<file path="src/rtl/pms_pkg.sv">
package pms_pkg;

  typedef enum logic [2:0] {
    M_OFF = 3'd0,
    M_RST = 3'd1,
    M_NRM = 3'd2,
    M_STB = 3'd3,
    M_SLP = 3'd4,
    M_HOT = 3'd5
  } pms_mode_e;

  typedef enum logic [1:0] {
    L_OFF  = 2'd0,
    L_WAKE = 2'd1,
    L_ACT  = 2'd2
  } pms_lin_e;

  typedef enum logic [1:0] {
    PH_IDLE,
    PH_SAMPLE,
    PH_COMMIT,
    PH_WAKE
  } pms_phase_e;

  // true once a tick count has reached its limit
  function automatic logic elapsed(input int unsigned cnt, input int unsigned lim);
    return cnt >= lim;
  endfunction

  function automatic int unsigned umax(input int unsigned a, input int unsigned b);
    return (a > b) ? a : b;
  endfunction

endpackage

</file>
<file path="src/rtl/pms_tick_counter.sv">
module pms_tick_counter #(
  parameter int unsigned W = 8
) (
  input  logic         clk,
  input  logic         rst_n,
  input  logic         clr,
  input  logic         tick,
  output logic [W-1:0] cnt
);
  always_ff @(posedge clk or negedge rst_n) begin
    if (!rst_n)                 cnt <= '0;
    else if (clr)               cnt <= '0;
    else if (tick && cnt != '1) cnt <= cnt + 1'b1;
  end
endmodule

</file>
<file path="src/rtl/pms_uv_filter.sv">
module pms_uv_filter #(
  parameter int unsigned FILT_US = 25
) (
  input  logic clk,
  input  logic rst_n,
  input  logic tick,
  input  logic uv_raw,
  output logic uv_hit
);
  import pms_pkg::*;
  localparam int unsigned FW = $clog2(FILT_US + 1);

  logic [FW-1:0] uv_cnt;

  pms_tick_counter #(.W(FW)) i_cnt (
    .clk   (clk),
    .rst_n (rst_n),
    .clr   (!uv_raw),
    .tick  (tick),
    .cnt   (uv_cnt)
  );

  assign uv_hit = uv_raw && elapsed(32'(uv_cnt), FILT_US);
endmodule

</file>
<file path="src/rtl/pms_fsm.sv">
module pms_fsm #(
  parameter int unsigned TW        = 13,
  parameter int unsigned RST_US    = 5000,
  parameter int unsigned SAMPLE_US = 25,
  parameter int unsigned MODE_US   = 25,
  parameter int unsigned LP_US     = 45
) (
  input  logic          clk,
  input  logic          rst_n,
  input  logic          sup_above_hi,
  input  logic          sup_below_lo,
  input  logic          vout_low,
  input  logic          over_temp,
  input  logic          en_pin,
  input  logic          txd_pin,
  input  logic          wake_det,
  input  logic          uv_hit,
  input  logic [TW-1:0] tmr_cnt,
  output logic          tmr_clr,
  output logic          reg_en,
  output logic          rst_out_n,
  output logic [1:0]    lin_mode,
  output logic [2:0]    mode_code
);
  import pms_pkg::*;

  pms_mode_e  mode_q, mode_d, tgt_q, tgt_d;
  pms_phase_e phase_q, phase_d;

  always_ff @(posedge clk or negedge rst_n) begin
    if (!rst_n) begin
      mode_q  <= M_OFF;
      phase_q <= PH_IDLE;
      tgt_q   <= M_STB;
    end else begin
      mode_q  <= mode_d;
      phase_q <= phase_d;
      tgt_q   <= tgt_d;
    end
  end

  always_comb begin
    mode_d  = mode_q;
    phase_d = phase_q;
    tgt_d   = tgt_q;
    tmr_clr = 1'b0;
    if (sup_below_lo) begin
      mode_d  = M_OFF;
      phase_d = PH_IDLE;
    end else if (over_temp && mode_q != M_OFF) begin
      mode_d  = M_HOT;
      phase_d = PH_IDLE;
    end else begin
      case (mode_q)
        M_OFF: if (sup_above_hi && !over_temp) begin
          mode_d  = M_RST;
          tmr_clr = 1'b1;
        end
        M_HOT: begin
          mode_d  = M_RST;
          tmr_clr = 1'b1;
        end
        M_RST: if (elapsed(32'(tmr_cnt), RST_US) && !vout_low) begin
          mode_d  = en_pin ? M_NRM : M_STB;
          phase_d = PH_IDLE;
        end
        M_NRM: begin
          if (uv_hit) begin
            mode_d  = M_RST;
            phase_d = PH_IDLE;
            tmr_clr = 1'b1;
          end else begin
            case (phase_q)
              PH_IDLE: if (!en_pin) begin
                phase_d = PH_SAMPLE;
                tmr_clr = 1'b1;
              end
              PH_SAMPLE: begin
                if (en_pin) phase_d = PH_IDLE;
                else if (elapsed(32'(tmr_cnt), SAMPLE_US)) begin
                  tgt_d   = txd_pin ? M_STB : M_SLP;
                  phase_d = PH_COMMIT;
                end
              end
              PH_COMMIT: if (elapsed(32'(tmr_cnt), LP_US)) begin
                mode_d  = tgt_q;
                phase_d = PH_IDLE;
              end
              default: phase_d = PH_IDLE;
            endcase
          end
        end
        M_STB: begin
          if (uv_hit) begin
            mode_d  = M_RST;
            phase_d = PH_IDLE;
            tmr_clr = 1'b1;
          end else if (phase_q == PH_WAKE) begin
            if (!en_pin) phase_d = PH_IDLE;
            else if (elapsed(32'(tmr_cnt), MODE_US)) begin
              mode_d  = M_NRM;
              phase_d = PH_IDLE;
            end
          end else if (en_pin) begin
            phase_d = PH_WAKE;
            tmr_clr = 1'b1;
          end
        end
        M_SLP: if (wake_det || en_pin) begin
          mode_d  = M_RST;
          tmr_clr = 1'b1;
        end
        default: mode_d = M_OFF;
      endcase
    end
  end

  always_comb begin
    reg_en    = 1'b0;
    rst_out_n = 1'b0;
    lin_mode  = L_WAKE;
    case (mode_q)
      M_OFF: lin_mode = L_OFF;
      M_RST: reg_en = 1'b1;
      M_NRM: begin
        reg_en    = 1'b1;
        rst_out_n = 1'b1;
        lin_mode  = (phase_q == PH_IDLE) ? L_ACT : L_WAKE;
      end
      M_STB: begin
        reg_en    = 1'b1;
        rst_out_n = 1'b1;
      end
      default: ;
    endcase
  end

  assign mode_code = mode_q;
endmodule

</file>
<file path="src/rtl/pwr_mode_seq.sv">
module pwr_mode_seq #(
  parameter int unsigned RST_US    = 5000,
  parameter int unsigned SAMPLE_US = 25,
  parameter int unsigned MODE_US   = 25,
  parameter int unsigned LP_US     = 45,
  parameter int unsigned UV_US     = 25
) (
  input  logic       clk,
  input  logic       rst_n,
  input  logic       us_tick,
  input  logic       sup_above_hi,
  input  logic       sup_below_lo,
  input  logic       vout_low,
  input  logic       over_temp,
  input  logic       en_pin,
  input  logic       txd_pin,
  input  logic       wake_det,
  output logic       reg_en,
  output logic       rst_out_n,
  output logic [1:0] lin_mode,
  output logic [2:0] mode_code
);
  import pms_pkg::*;

  localparam int unsigned TMAX = umax(umax(RST_US, SAMPLE_US), umax(MODE_US, LP_US));
  localparam int unsigned TW   = $clog2(TMAX + 1);

  logic          uv_hit;
  logic          tmr_clr;
  logic [TW-1:0] tmr_cnt;

  pms_uv_filter #(.FILT_US(UV_US)) i_uv (
    .clk    (clk),
    .rst_n  (rst_n),
    .tick   (us_tick),
    .uv_raw (vout_low),
    .uv_hit (uv_hit)
  );

  pms_tick_counter #(.W(TW)) i_tmr (
    .clk   (clk),
    .rst_n (rst_n),
    .clr   (tmr_clr),
    .tick  (us_tick),
    .cnt   (tmr_cnt)
  );

  pms_fsm #(
    .TW(TW), .RST_US(RST_US), .SAMPLE_US(SAMPLE_US),
    .MODE_US(MODE_US), .LP_US(LP_US)
  ) i_fsm (
    .clk          (clk),
    .rst_n        (rst_n),
    .sup_above_hi (sup_above_hi),
    .sup_below_lo (sup_below_lo),
    .vout_low     (vout_low),
    .over_temp    (over_temp),
    .en_pin       (en_pin),
    .txd_pin      (txd_pin),
    .wake_det     (wake_det),
    .uv_hit       (uv_hit),
    .tmr_cnt      (tmr_cnt),
    .tmr_clr      (tmr_clr),
    .reg_en       (reg_en),
    .rst_out_n    (rst_out_n),
    .lin_mode     (lin_mode),
    .mode_code    (mode_code)
  );
endmodule

</file>
<file path="config.mk">
export PLATFORM = sky130hd
export DESIGN_NAME = pwr_mode_seq
export DESIGN_NICKNAME = d
export VERILOG_FILES = /design/src/rtl/pms_pkg.sv /design/src/rtl/pms_tick_counter.sv /design/src/rtl/pms_uv_filter.sv /design/src/rtl/pms_fsm.sv /design/src/rtl/pwr_mode_seq.sv
export SDC_FILE = /design/constraint.sdc
export NUM_CORES = 1
export LEC_CHECK = 0
export ABC_AREA = 1
export BUFFER_PORTS_ARGS = -buffer_cell sky130_fd_sc_hd__buf_2
export CAP_MARGIN = 20
export CORE_ASPECT_RATIO = 0.75
export CORE_UTILIZATION = 45
export DETAILED_ROUTE_END_ITERATION = 12
export SLEW_MARGIN = 10
export SYNTH_ARGS = -nofsm -noshare
export SYNTH_HDL_FRONTEND = slang
export SYNTH_HIERARCHICAL = 1
export SYNTH_SLANG_ARGS = --single-unit
</file>
<file path="constraint.sdc">
create_clock -name clk -period 3.6 [get_ports clk]
set_input_delay 0.36 -clock clk [delete_from_list [all_inputs] [get_ports clk]]
set_output_delay 0.36 -clock clk [all_outputs]
set_load 0.03 [all_outputs]
</file>
== After elaboration in Yosys (flattened, before gate mapping) ==
Cells that the tools add are included.
Word-level totals
  register bits after elaboration: 26
  logic and storage cells: 107
  input port bits: 10
Operators by class
  reductions and logical operators: 19
  mux-type cells: 49
  eq/ne operators: 24
  bitwise logic cells: 4
  $lt $le $gt $ge: 4
  add/subtract/negate cells: 2
Operators with widths (number)
  2-to-1 mux 3 bit: 13
  2-to-1 mux 2 bit: 14
  2-to-1 mux 13 bit: 2
  inequality test 5 x 2 -> 1 bit (second input constant): 4
  one-hot mux 3 bit (6 select lines): 1
  inequality test 7 x 4 -> 1 bit (second input constant): 2
  AND reduction 7 bit: 2
  adder 13 x 1 -> 13 bit (second input constant): 1
  >= comparator 13 bit (second input constant): 1
  >= comparator 13 x 5 -> 1 bit (second input constant): 1
  >= comparator 13 x 6 -> 1 bit (second input constant): 1
  2-to-1 mux 1 bit: 13
  inequality test 13 bit (second input constant): 1
  inequality test 4 x 2 -> 1 bit (second input constant): 3
  inequality test 6 x 3 -> 1 bit (second input constant): 2
  one-hot mux 2 bit (3 select lines): 2
  2-to-1 mux 5 bit: 2
  AND reduction 8 bit: 1
  equality test 3 x 2 -> 1 bit (second input constant): 2
  equality test 3 bit (second input constant): 2
  logical AND 1 bit: 6
  inequality test 6 x 4 -> 1 bit (second input constant): 1
  adder 5 x 1 -> 5 bit (second input constant): 1
  >= comparator 5 bit (second input constant): 1
  other kinds (18): 23

== Longest topological paths before layout ==
  word-level depth: 8
  depth in mapped cells: 12

== By module ==
The synthesis kept the hierarchy.
By module, submodules not included
  pms_fsm: seq. area each 176.4 sq um, cells each 170, area an instance 953.4 sq um, instances 1
  pms_tick_counter (i_tmr): seq. area each 325.3 sq um, cells each 119, area an instance 820.8 sq um, instances 1
  pms_tick_counter (i_uv.i_cnt): seq. area each 125.1 sq um, cells each 35, area an instance 266.5 sq um, instances 1
  pms_uv_filter: seq. area each 0.0 sq um, cells each 5, area an instance 21.3 sq um, instances 1

== Worst setup path before layout ==
Ideal clock, no wire load.
  kind: register to register
  start point: register i_fsm.mode_q[1], in the netlist i_fsm/mode_code[1]
  end point: register i_tmr.cnt[10]
  stages on the path, launching flop included: 9
  path slack: 1329 ps
  library setup time: 65 ps
  clock period less this slack: 2271 ps
  data arrival time: 2206 ps
  cells stage by stage: dfrtp_1 -> inv_1 -> nor2_1 -> a21oi_1 -> nor2_1 -> inv_2 -> o21ai_1 -> nand2_1 -> nand2_1
On the way
  cells in the longest elaborated chain, start to end: 5
  elaborated cells between the ends (all ways): 12
RTL lines
  from (decl): RTL line pms_fsm.sv:27  | pms_mode_e mode_q, mode_d, tgt_q, tgt_d;
  from (signal assigned): RTL line pms_fsm.sv:36  | mode_q <= mode_d;
  equality test 3 bit (tied with other cells): RTL line pms_fsm.sv:54  | case (mode_q)
  one-hot mux 1 bit (5 select lines) or logical AND 1 bit (tied branches): RTL line pms_fsm.sv:54, pms_fsm.sv:50
  2-to-1 mux 1 bit (*): RTL line pms_fsm.sv:50  | end else if (over_temp && mode_q != M_OFF) begin
  2-to-1 mux 1 bit (*): RTL line pms_fsm.sv:47  | if (sup_below_lo) begin
  via tmr_clr: RTL line pwr_mode_seq.sv:29  | logic tmr_clr;
  2-to-1 mux 13 bit or nonzero test 2 bit (tied branches)
  to (signal assigned): RTL line pms_tick_counter.sv:13  | else if (tick && cnt != '1) cnt <= cnt + 1'b1;
  to (decl): RTL line pms_tick_counter.sv:8  | output logic [W-1:0] cnt
The timed path passes the listed nets; every way through them passes the cells marked *.
A chain may end at the register's enable or synchronous reset.

== Worst setup path after layout ==
  start point: register i_fsm.mode_q[0], in the netlist i_fsm/mode_code[0]
  end point: register i_tmr.cnt[8]
Same word-level chain as after synthesis.

==> impl_metrics.tcl <==
set metrics [dict create \
    routed_via_density 5.100 \
    grt_setup_unrepaired "no" \
    cts_resized 0 \
    r2r-end "i_tmr/cnt[8]" \
    ys_types 27 \
    r2r_cells 10 \
    fin_crit_ps 2218 \
    leakagePower_nw 1.146 \
    seq_area_frac_synth 0.3040 \
    post_dp_cell_area_sq_mm 0.002188 \
    fin_area_sq_mm 0.002233 \
    irDropWorstVdd_uv 257.1 \
    synth_top_cells_by_area "dfrtp_1, nand2_1, nor2_1" \
    cp.arrival_ps 2420 \
    critical_path_class "reg2reg" \
    final_nets 361 \
    maxSlewViolCount 0 \
    synthesis.instances 329 \
    fillers 415 \
    clockBufferDepth 2 \
    post-route-period-util 0.6162 \
    setup_violations 0 \
    synth_flop_cell "dfrtp_1" \
    clock_latency_ps 270 \
    fp.dieH_um 60.62 \
    track_usage 0.2140 \
    min_path_type "in2async" \
    fp.dieW_um 80.17 \
    cts_htree_levels 1 \
    yosys_register_bits 25 \
    drt_iter0_markers 167 \
    syn-num-nets 342 \
    grt_max_degree 26 \
    tightestPinTransition_ps 601.2 \
    post-cts-setup-buffers 0 \
    maxSlewHeadroom 0.5992 \
    rr_startpoint "i_fsm/mode_code[0]" \
    status "finished, final reports clean" \
    synth_warnings 6 \
    layout-drive-gt1-share 0.1297 \
    final.setup.tns_ps 0 \
    startpoint_type "flop" \
    antenna_left 0 \
    postCtsHoldBufs 0 \
    synth.top_cell.area_share 0.2913 \
    layout_commonest_cell "nand2_1" \
    syn_avg_cell_area_sq_um 6.267 \
    routed_wl_um 4861 \
    pwr_density_cell_mw_per_mm2 506.2 \
    wl_per_cell_um 12.09 \
    clockRootBuffer "clkbuf_8" \
    numCtsBuffers 3 \
    hpwl_um 3747 \
    fin_skew_ps 10.14 \
    finalHoldViolCount 0 \
    fp.coreArea_sq_mm 0.004229 \
    grt_util_met1 0.3355 \
    vias 2050 \
    endpoint_kind "flop" \
    cts_sinks 25 \
    synthArstFlopShare 1.000 \
    globalRouteOverflowTotal 0 \
    antenna_found_initial 0 \
    cts_tree "done" \
    port_buffers 16 \
    drc 0 \
    area.growth.synth_to_final_pct 8.313 \
    num_io_pins 17 \
    critPathRequiredTime_ps 3800 \
    drv_cap 0 \
    gp_congestion 0.8700 \
    grt-busiest-layer "met1" \
    die-area_sq_mm 0.004860 \
    netlist_area_sq_mm 0.002062 \
    clk_pin_slew_worst_paths_ps 90 \
    rrSetupSlack_ps 1380 \
    yosysTopAreaCell "dfrtp_1" \
    first_global_vias 1722 \
    synth_edf_count 0 \
    final_cell_mix "nand2_1, nor2_1, inv_1" \
    fmax_mhz 450.8 \
    first_pass_iters 7 \
    start_util 0.4876 \
    cp_max_fo 10 \
    antennaDiodeCount 0 \
    grt_pass1_wl_um 8004 \
    rows 20 \
    grtUsageMet2 0.3040 \
    use_met3 0.04812 \
]
==> stage by stage <==
step | total power [mW] | hold WS, ps | worst slack (ps) | std cells | util
global route | 1.229 | 122.5 | 1166 | 402 | 0.5281
global placement | 0.9655 | 400.3 | 1518 | 398 | 0.5175
finish | 1.131 | 84.39 | 1382 | 402 | 0.5281
floorplan | 0.8339 | 64.41 | 1329 | 329 | -
detailed placement | 0.9586 | 412.5 | 1430 | 398 | 0.5175
CTS | 1.137 | 102.3 | 1388 | 402 | 0.5281
==> layer usage <==
layer  up-vias  part of all wire
met4         0            0.0039
met5         -                 0
li1       1082                 -
met3         2             0.057
met2        66              0.39
met1       900              0.55
==> worst max-delay path by stage <==
| stage | startpoint | slack [ps] | cells after the start | endpoint |
|---|---|---|---|---|
| after detailed placement | i_fsm/mode_code[0] | 1430 | 10 | i_tmr/cnt[8] |
| final | i_fsm/mode_code[0] | 1380 | 10 | i_tmr/cnt[8] |
| after CTS | i_fsm/mode_code[0] | 1390 | 10 | i_tmr/cnt[8] |
| after global routing | i_fsm/mode_code[0] | 1170 | 10 | i_tmr/cnt[8] |
| after floorplan | i_fsm/mode_code[1] | 1330 | 8 | i_tmr/cnt[10] |
| after global placement | i_fsm/mode_code[0] | 1520 | 10 | i_tmr/cnt[7] |
==> cells by family (layout without fill, tap and decap cells) <==
family / count (synthesis) / after routing / share of synthesized area
AOI/OAI and AO/OA: 29 / 29 / 0.08858
xor gates and xnor gates: 1 / 1 / 0.004248
adders and majority gates: 3 / 3 / 0.01821
buffers and inverters: 44 / 62 / 0.08738
and+or+nand+nor: 227 / 227 / 0.4976
DFF: 25 / 25 / 0.3040
==> sequential cells by signal, indices dropped and copies added (netlist names) <==
signal           flops
i_fsm/mode_code      3
i_fsm/tgt_q          2
i_tmr/cnt           13
i_fsm/phase_q        2
i_uv/i_cnt/cnt       5
==> synth_stat cells (3+ instances only) <==
cell        n
nand3b_1    4
nand2_1   109
nand3_1    27
nor2_4      5
nor2_1     55
inv_1      38
nand4_1    11
dfrtp_1    24
nand2_2     4
o21ai_0     4
ha_1        3
nand2_4     3
nor2_2      3
inv_2       4
a21oi_1    15
==> cell type report <==
class | count | area [sq um] | share of cell area
Multi-Input combinational cell | 260 | 1255 | 0.5619
Sequential cell | 25 | 626.9 | 0.2807
Inverter | 42 | 157.7 | 0.07059
Timing Repair Buffer | 16 | 80.08 | 0.03585
Tap cell | 55 | 68.82 | 0.03081
Clock buffer | 4 | 45.04 | 0.02017
==> critical path: stages, from the launching register on <==
cell and delay [ps]:
dfrtp_1 540, nand2_1 80, nor2_1 130, nand2_1 150, o21ai_0 170, a21oi_1 90
nor2_1 420, inv_2 190, o21ai_1 220, nand2_1 90, nand2_1 80
==> report_power, final <==
| group | internal (mW) | leakage, nW | switching [mW] |
|---|---|---|---|
| registers | 0.323 | 0.336 | 0.0904 |
| clock network | 0.0791 | 0.0228 | 0.0887 |
| logic | 0.176 | 0.788 | 0.373 |
(Power assumes the default switching activity.)
